$ cat config.mk
export PLATFORM = sky130hd
export DESIGN_NAME = pipe5_core
export DESIGN_NICKNAME = d
export VERILOG_FILES = /design/src/rtl/p5_pkg.sv /design/src/rtl/p5_regfile.sv /design/src/rtl/p5_alu.sv /design/src/rtl/p5_hazard.sv /design/src/rtl/pipe5_core.sv
export SDC_FILE = /design/constraint.sdc
export NUM_CORES = 2
export LEC_CHECK = 0
export ABC_AREA = 1
export BUFFER_PORTS_ARGS = -buffer_cell sky130_fd_sc_hd__buf_2
export CAP_MARGIN = 20
export CORE_ASPECT_RATIO = 0.75
export CORE_MARGIN = 2
export CORE_UTILIZATION = 25
export DETAILED_ROUTE_END_ITERATION = 12
export GPL_ROUTABILITY_DRIVEN = 0
export PLACE_DENSITY = 0.36
export SYNTH_ARGS = -nofsm -noshare
export SYNTH_HDL_FRONTEND = slang
export SYNTH_SLANG_ARGS = --single-unit
$ cat constraint.sdc
create_clock -name clk -period 8.8 [get_ports clk]
set_input_delay 0.88 -clock clk [delete_from_list [all_inputs] [get_ports clk]]
set_output_delay 0.88 -clock clk [all_outputs]
set_load 0.02 [all_outputs]
$ cat src/rtl/p5_pkg.sv
package p5_pkg;

    localparam int XLEN   = 32;
    localparam int NREG   = 32;
    localparam int RIDX_W = $clog2(NREG);

    typedef enum logic [5:0] {
        OP_ALU   = 6'h00,
        OP_BEQ   = 6'h04,
        OP_LOAD  = 6'h23,
        OP_STORE = 6'h2B
    } opcode_e;

    localparam logic [5:0] FN_ADD = 6'h20;
    localparam logic [5:0] FN_SUB = 6'h22;

    typedef enum logic [1:0] {
        FW_REG = 2'd0,
        FW_MEM = 2'd1,
        FW_WB  = 2'd2
    } fwd_e;

    // decoded control for one instruction
    typedef struct packed {
        logic              wr_reg;
        logic              rd_mem;
        logic              wr_mem;
        logic              is_br;
        logic              imm_b;
        logic              sub;
        logic              use_rs;
        logic              use_rt;
        logic [RIDX_W-1:0] dst;
    } ctl_t;

    typedef struct packed {
        logic            valid;
        logic [31:0]     ins;
        logic [XLEN-1:0] pc4;
    } ifid_t;

    typedef struct packed {
        logic              wr_reg;
        logic              rd_mem;
        logic              wr_mem;
        logic              is_br;
        logic              imm_b;
        logic              sub;
        logic [RIDX_W-1:0] dst;
        logic [RIDX_W-1:0] rs;
        logic [RIDX_W-1:0] rt;
        logic [XLEN-1:0]   a;
        logic [XLEN-1:0]   b;
        logic [XLEN-1:0]   imm;
        logic [XLEN-1:0]   pc4;
    } idex_t;

    typedef struct packed {
        logic              wr_reg;
        logic              rd_mem;
        logic              wr_mem;
        logic              is_br;
        logic [RIDX_W-1:0] dst;
        logic [XLEN-1:0]   alu;
        logic [XLEN-1:0]   sdata;
        logic [XLEN-1:0]   tgt;
        logic              eq;
    } exmem_t;

    typedef struct packed {
        logic              wr_reg;
        logic              rd_mem;
        logic [RIDX_W-1:0] dst;
        logic [XLEN-1:0]   alu;
        logic [XLEN-1:0]   ldata;
    } memwb_t;

    function automatic logic [XLEN-1:0] sext16(input logic [15:0] v);
        return {{(XLEN-16){v[15]}}, v};
    endfunction

    function automatic ctl_t decode(input logic [31:0] ins);
        ctl_t c;
        c = '0;
        case (opcode_e'(ins[31:26]))
            OP_ALU: begin
                if (ins[5:0] == FN_ADD || ins[5:0] == FN_SUB) begin
                    c.wr_reg = 1'b1;
                    c.use_rs = 1'b1;
                    c.use_rt = 1'b1;
                    c.sub    = (ins[5:0] == FN_SUB);
                    c.dst    = ins[15:11];
                end
            end
            OP_LOAD: begin
                c.wr_reg = 1'b1;
                c.rd_mem = 1'b1;
                c.imm_b  = 1'b1;
                c.use_rs = 1'b1;
                c.dst    = ins[20:16];
            end
            OP_STORE: begin
                c.wr_mem = 1'b1;
                c.imm_b  = 1'b1;
                c.use_rs = 1'b1;
                c.use_rt = 1'b1;
            end
            OP_BEQ: begin
                c.is_br  = 1'b1;
                c.use_rs = 1'b1;
                c.use_rt = 1'b1;
            end
            default: c = '0;
        endcase
        return c;
    endfunction

endpackage

$ cat src/rtl/p5_regfile.sv
module p5_regfile #(
    parameter  int W  = 32,
    parameter  int N  = 32,
    localparam int AW = $clog2(N)
) (
    input  logic                 clk,
    input  logic                 we,
    input  logic [AW-1:0]        wa,
    input  logic [W-1:0]         wd,
    input  logic [1:0][AW-1:0]   ra,
    output logic [1:0][W-1:0]    rd
);

    logic [W-1:0] regs [N];

    always_ff @(posedge clk) begin
        if (we && wa != '0) regs[wa] <= wd;
    end

    // write-first read ports; index 0 is hard zero
    for (genvar p = 0; p < 2; p++) begin : g_rd
        always_comb begin
            if (ra[p] == '0)
                rd[p] = '0;
            else if (we && wa == ra[p])
                rd[p] = wd;
            else
                rd[p] = regs[ra[p]];
        end
    end

endmodule

$ cat src/rtl/p5_alu.sv
module p5_alu #(
    parameter int W = 32
) (
    input  logic [W-1:0] a,
    input  logic [W-1:0] b,
    input  logic         sub,
    output logic [W-1:0] y
);

    always_comb y = sub ? (a - b) : (a + b);

endmodule

$ cat src/rtl/p5_hazard.sv
module p5_hazard
    import p5_pkg::*;
(
    input  logic              id_use_rs,
    input  logic              id_use_rt,
    input  logic [RIDX_W-1:0] id_rs,
    input  logic [RIDX_W-1:0] id_rt,
    input  logic              ex_ld,
    input  logic [RIDX_W-1:0] ex_dst,
    input  logic [RIDX_W-1:0] ex_rs,
    input  logic [RIDX_W-1:0] ex_rt,
    input  logic              mem_fw,
    input  logic [RIDX_W-1:0] mem_dst,
    input  logic              wb_wr,
    input  logic [RIDX_W-1:0] wb_dst,
    output logic              stall,
    output fwd_e              fwd_a,
    output fwd_e              fwd_b
);

    logic [1:0][RIDX_W-1:0] src;
    fwd_e [1:0]             sel;

    assign src = {ex_rt, ex_rs};

    always_comb begin
        stall = ex_ld && (ex_dst != '0) &&
                ((id_use_rs && id_rs == ex_dst) || (id_use_rt && id_rt == ex_dst));
    end

    // younger producer (execute/memory) checked first
    for (genvar k = 0; k < 2; k++) begin : g_fwd
        always_comb begin
            if (mem_fw && mem_dst != '0 && mem_dst == src[k])
                sel[k] = FW_MEM;
            else if (wb_wr && wb_dst != '0 && wb_dst == src[k])
                sel[k] = FW_WB;
            else
                sel[k] = FW_REG;
        end
    end

    assign fwd_a = sel[0];
    assign fwd_b = sel[1];

endmodule

$ cat src/rtl/pipe5_core.sv
module pipe5_core
    import p5_pkg::*;
#(
    parameter logic [XLEN-1:0] RESET_PC = '0
) (
    input  logic            clk,
    input  logic            rst,
    output logic [XLEN-1:0] imem_addr,
    input  logic [31:0]     imem_rdata,
    output logic [XLEN-1:0] dmem_addr,
    output logic [XLEN-1:0] dmem_wdata,
    output logic            dmem_we,
    input  logic [XLEN-1:0] dmem_rdata
);

    localparam logic [XLEN-1:0] STEP = XLEN'(4);

    logic [XLEN-1:0] pc_q;
    ifid_t           ifid_q;
    idex_t           idex_q;
    exmem_t          exmem_q;
    memwb_t          memwb_q;

    logic            ld_stall;
    logic            br_taken;
    fwd_e            fwd_a, fwd_b;

    // ---------------- fetch ----------------
    logic [XLEN-1:0] pc_plus4;
    assign pc_plus4  = pc_q + STEP;
    assign imem_addr = pc_q;

    // ---------------- decode ----------------
    ctl_t                   id_ctl;
    logic [RIDX_W-1:0]      id_rs, id_rt;
    logic [1:0][XLEN-1:0]   rf_rd;
    logic [XLEN-1:0]        wb_val;

    assign id_ctl = ifid_q.valid ? decode(ifid_q.ins) : '0;
    assign id_rs  = ifid_q.ins[25:21];
    assign id_rt  = ifid_q.ins[20:16];

    p5_regfile #(.W(XLEN), .N(NREG)) u_rf (
        .clk (clk),
        .we  (memwb_q.wr_reg),
        .wa  (memwb_q.dst),
        .wd  (wb_val),
        .ra  ({id_rt, id_rs}),
        .rd  (rf_rd)
    );

    p5_hazard u_hz (
        .id_use_rs (id_ctl.use_rs),
        .id_use_rt (id_ctl.use_rt),
        .id_rs     (id_rs),
        .id_rt     (id_rt),
        .ex_ld     (idex_q.rd_mem),
        .ex_dst    (idex_q.dst),
        .ex_rs     (idex_q.rs),
        .ex_rt     (idex_q.rt),
        .mem_fw    (exmem_q.wr_reg && !exmem_q.rd_mem),
        .mem_dst   (exmem_q.dst),
        .wb_wr     (memwb_q.wr_reg),
        .wb_dst    (memwb_q.dst),
        .stall     (ld_stall),
        .fwd_a     (fwd_a),
        .fwd_b     (fwd_b)
    );

    // ---------------- execute ----------------
    logic [XLEN-1:0] op_a, op_b_reg, op_b, alu_y, br_tgt;

    always_comb begin
        case (fwd_a)
            FW_MEM:  op_a = exmem_q.alu;
            FW_WB:   op_a = wb_val;
            default: op_a = idex_q.a;
        endcase
        case (fwd_b)
            FW_MEM:  op_b_reg = exmem_q.alu;
            FW_WB:   op_b_reg = wb_val;
            default: op_b_reg = idex_q.b;
        endcase
    end

    assign op_b   = idex_q.imm_b ? idex_q.imm : op_b_reg;
    assign br_tgt = idex_q.pc4 + {idex_q.imm[XLEN-3:0], 2'b00};

    p5_alu #(.W(XLEN)) u_alu (
        .a   (op_a),
        .b   (op_b),
        .sub (idex_q.sub),
        .y   (alu_y)
    );

    // ---------------- memory ----------------
    assign br_taken   = exmem_q.is_br && exmem_q.eq;
    assign dmem_addr  = exmem_q.alu;
    assign dmem_wdata = exmem_q.sdata;
    assign dmem_we    = exmem_q.wr_mem;

    // ---------------- write-back ----------------
    assign wb_val = memwb_q.rd_mem ? memwb_q.ldata : memwb_q.alu;

    // ---------------- state ----------------
    always_ff @(posedge clk) begin
        if (rst)
            pc_q <= RESET_PC;
        else if (br_taken)
            pc_q <= exmem_q.tgt;
        else if (!ld_stall)
            pc_q <= pc_plus4;
    end

    always_ff @(posedge clk) begin
        if (rst || br_taken)
            ifid_q <= '0;
        else if (!ld_stall)
            ifid_q <= '{valid: 1'b1, ins: imem_rdata, pc4: pc_plus4};
    end

    always_ff @(posedge clk) begin
        if (rst || br_taken || ld_stall)
            idex_q <= '0;
        else
            idex_q <= '{wr_reg: id_ctl.wr_reg, rd_mem: id_ctl.rd_mem,
                        wr_mem: id_ctl.wr_mem, is_br: id_ctl.is_br,
                        imm_b: id_ctl.imm_b, sub: id_ctl.sub, dst: id_ctl.dst,
                        rs: id_rs, rt: id_rt, a: rf_rd[0], b: rf_rd[1],
                        imm: sext16(ifid_q.ins[15:0]), pc4: ifid_q.pc4};
    end

    always_ff @(posedge clk) begin
        if (rst || br_taken)
            exmem_q <= '0;
        else
            exmem_q <= '{wr_reg: idex_q.wr_reg, rd_mem: idex_q.rd_mem,
                         wr_mem: idex_q.wr_mem, is_br: idex_q.is_br,
                         dst: idex_q.dst, alu: alu_y, sdata: op_b_reg,
                         tgt: br_tgt, eq: (op_a == op_b_reg)};
    end

    always_ff @(posedge clk) begin
        if (rst)
            memwb_q <= '0;
        else
            memwb_q <= '{wr_reg: exmem_q.wr_reg, rd_mem: exmem_q.rd_mem,
                         dst: exmem_q.dst, alu: exmem_q.alu, ldata: dmem_rdata};
    end

endmodule

==> metrics.yaml <==
floorplan:
  fp.dieW_um: 614
  core_sq_mm: 0.277
  die_h_um: 461
  fp.dieArea_sq_mm: 0.283
  io_pins: 163
  start_util: 0.252
  core.rowCount: 167
placed_design:
  place_area_sq_mm: 0.0744
  port_buffers: 162
  dpl.hpwl_um: 185000
  dp.cells: 11300
setup_path:
  worstSetupEndpointType: "flip-flop"
  worstPathRequired_ns: 9.52
  r2r-start: "memwb_q[68]"
  critPathSlowestCell: "nand3_2"
  critPathLaunchType: "flip-flop"
  r2r_cells: 28
  crit_path_max_incr_delay_ns: 0.64
  cp_max_fo: 32
  r2r_slack_ns: 2.84
  regToRegEndpoint: "dmem_addr[30]"
  cp.arrival_ns: 6.67
  path_class: "reg -> reg"
global_route:
  use_met3: 0.0311
  grt_pass1_wl_um: 428000
  grt_pass1_vias: 54700
  gr-usage-all-layers: 0.212
  grt_use_met2: 0.318
  overflow: 0
  antenna_found_initial: 12
  grtUsageMet1: 0.314
  grt_max_degree: 181
  grt-busiest-layer: "met2"
sta:
  fin_crit_ns: 5.96
  slew_headroom: 0.228
  worstMarginPinSlew_ns: 1.16
  fin_crit_sh: 0.677
  hold_violations: 0
  timing.fmax_ghz: 0.168
  tns_ns: 0
  slew_viol_final: 0
  rsz0062_at_grt: "false"
  finalSetupViolations: 0
  clock_skew_ns: 0.0530
min_path:
  min_to: "memwb_q[13]"
  min_from: "dmem_rdata[13]"
  hold_path.class: "in -> reg"
  hold_depth: 3
cts:
  cts.htree.levels: 4
  cts_setup_buffers: 0
  insertion_delay_ns: 0.84
  cts_buffers: 164
  cts-resized-gates: 0
  cts_tree: "built"
  root_buffer: "clkbuf_16"
  cts-hold-fix-buffers: 0
  cts.sinks: 1431
  cts.clk_slew.worst_paths_ns: 0.06
  clockBufferDepth: 4
drt:
  wire_per_inst_um: 26.7
  viasPerCell: 5.09
  dr.pass1.iters: 8
  vias: 58700
  totalWireLength_um: 308000
  drt_iter0_drc: 6572
  route.detailed.drc: 0
  ant_nets: 0
logic_synthesis:
  synth_ff_type: "edfxtp_1"
  synth_top_area_frac: 0.441
  yosys.area.top_type: "edfxtp_1"
  synth-seq-cells: 1431
  synth_common_cells: "o21ai_0 (1,300), nand2_1 (1,046), edfxtp_1 (1,024)"
  ys_seq_area_frac: 0.558
  ys_top_cells_by_area: "edfxtp_1 (44%), dfxtp_1 (12%), o21ai_0 (9.3%)"
  syn_avg_cell_area_sq_um: 8.97
  synth_edf_count: 1024
  synth_most_common_cell: "o21ai_0"
  synthCells: 7773
  synth_cell_types: 63
  yosys_warnings: 0
  async_flop_share: 0
  netlist_area_sq_mm: 0.0697
status:
  status: "complete, no violations"
finish:
  finalNetCount: 7839
  drive_gt1_frac: 0.0881
  final_cells: 11500
  area_delta_synth_final_pct: 14.0
  fin_area_sq_mm: 0.0795
power:
  p_per_area_mw_per_mm2: 206
  finalPower_w: 0.0163
  p_leak_nw: 29.2
  vdd_drop_max_v: 0.000135
job:
  maxCapViolCount: 0
[metal layers]
layer,vias up,part of all wire,wire [um]
met5,-,0.00010,31
met4,4,0.026,8080
met3,409,0.068,21100
met2,2321,0.43,132000
met1,29100,0.48,148000
li1,26800,-,-
[flip-flops by register name, indices dropped and copies added (netlist names), 32 cells and up]
signal and flops:
imem_addr 32, memwb_q 71, dmem_wdata 32, u_rf.regs 1024, ifid_q 55, idex_q 133
exmem_q 41, dmem_addr 32
[where the power goes]
group,switching [W],total (W),internal (W)
clock network,0.00292,0.00675,0.00383
registers,0.000180,0.00761,0.00743
logic,0.00147,0.00199,0.000512
total,0.00457,0.0163,0.0118
[through the flow]
| step | hold WS (ns) | utilization | setup WS [ns] |
|---|---|---|---|
| after floorplan | 0.394 | - | 4.61 |
| after global placement | 0.398 | 0.268 | 3.06 |
| after detailed placement | 0.401 | 0.269 | 2.98 |
| after CTS | 0.205 | 0.287 | 2.98 |
| after global routing | 0.232 | 0.287 | 2.29 |
| final | 0.257 | 0.287 | 2.84 |
[worst max-delay path by stage]
stage | startpoint | to | slack, ns | depth (start not counted)
2_1_floorplan | memwb_q[69] | dmem_addr[30] | 4.61 | 27
3_3_place_gp | memwb_q[66] | dmem_addr[27] | 3.06 | 31
3_5_place_dp | memwb_q[68] | dmem_addr[28] | 2.98 | 28
4_1_cts | memwb_q[68] | dmem_addr[30] | 2.98 | 28
5_1_grt | memwb_q[68] | dmem_addr[30] | 2.29 | 28
6_report | memwb_q[68] | dmem_addr[30] | 2.84 | 28
[cells in the final DEF, fill, tap and decap left out, drive strengths merged, types with 3 or more instances in the layout]
master	synthesis	routed
o21ai	1314	1314
o211ai	289	289
a21boi	4	4
o21a	20	20
mux2	3	3
nand3b	7	7
inv	764	767
a22oi	13	13
o221ai	6	6
or2	9	9
xnor2	28	28
a31oi	8	8
a32o	6	6
ha	69	69
a21o	9	9
nand3	429	429
conb	1	32
o31ai	8	8
nor2	715	715
xor2	56	56
clkinv	4	48
mux2i	9	9
nand2	1054	1054
edfxtp	1024	1024
o21bai	6	6
a221oi	3	3
nor3	24	24
a21oi	602	602
a211o	7	7
clkinvlp	0	4
o22ai	143	143
buf	216	325
dfxtp	407	407
nand4	100	100
clkbuf	377	224
a211oi	19	19
nor4	11	11
bufinv	0	8
[layout make-up]
cell class / count / area (sq um)
antenna: 1 / 2.50
clock inverter: 59 / 489
sequential: 1431 / 38900
inverter: 768 / 2900
multi-input combinational: 5012 / 25700
tap: 3718 / 4650
clock buffer: 224 / 4530
timing repair buffer: 325 / 2230
fill: 29100 / 197000
[critical path, delay by kind of cell, from the launching register on]
| family | cells | cell delay [ns] |
|---|---|---|
| and+or+nand+nor | 15 | 2.66 |
| AOI/OAI and AO/OA | 8 | 1.64 |
| DFF | 1 | 0.60 |
| adders and majority gates | 2 | 0.57 |
| xor gates and xnor gates | 1 | 0.18 |
| buffers and inverters | 2 | 0.16 |
[logic make-up after synthesis]
logic type | after synthesis | synth area share
flops | 1431 | 0.558
simple gates | 2354 | 0.143
fa+ha+maj | 71 | 0.0130
xor+xnor | 84 | 0.0107
other cells | 1 | 0.0000538
mux | 12 | 0.00178
compound gates | 2459 | 0.194
buf+inv | 1361 | 0.0792
(Power assumes the default switching activity.)
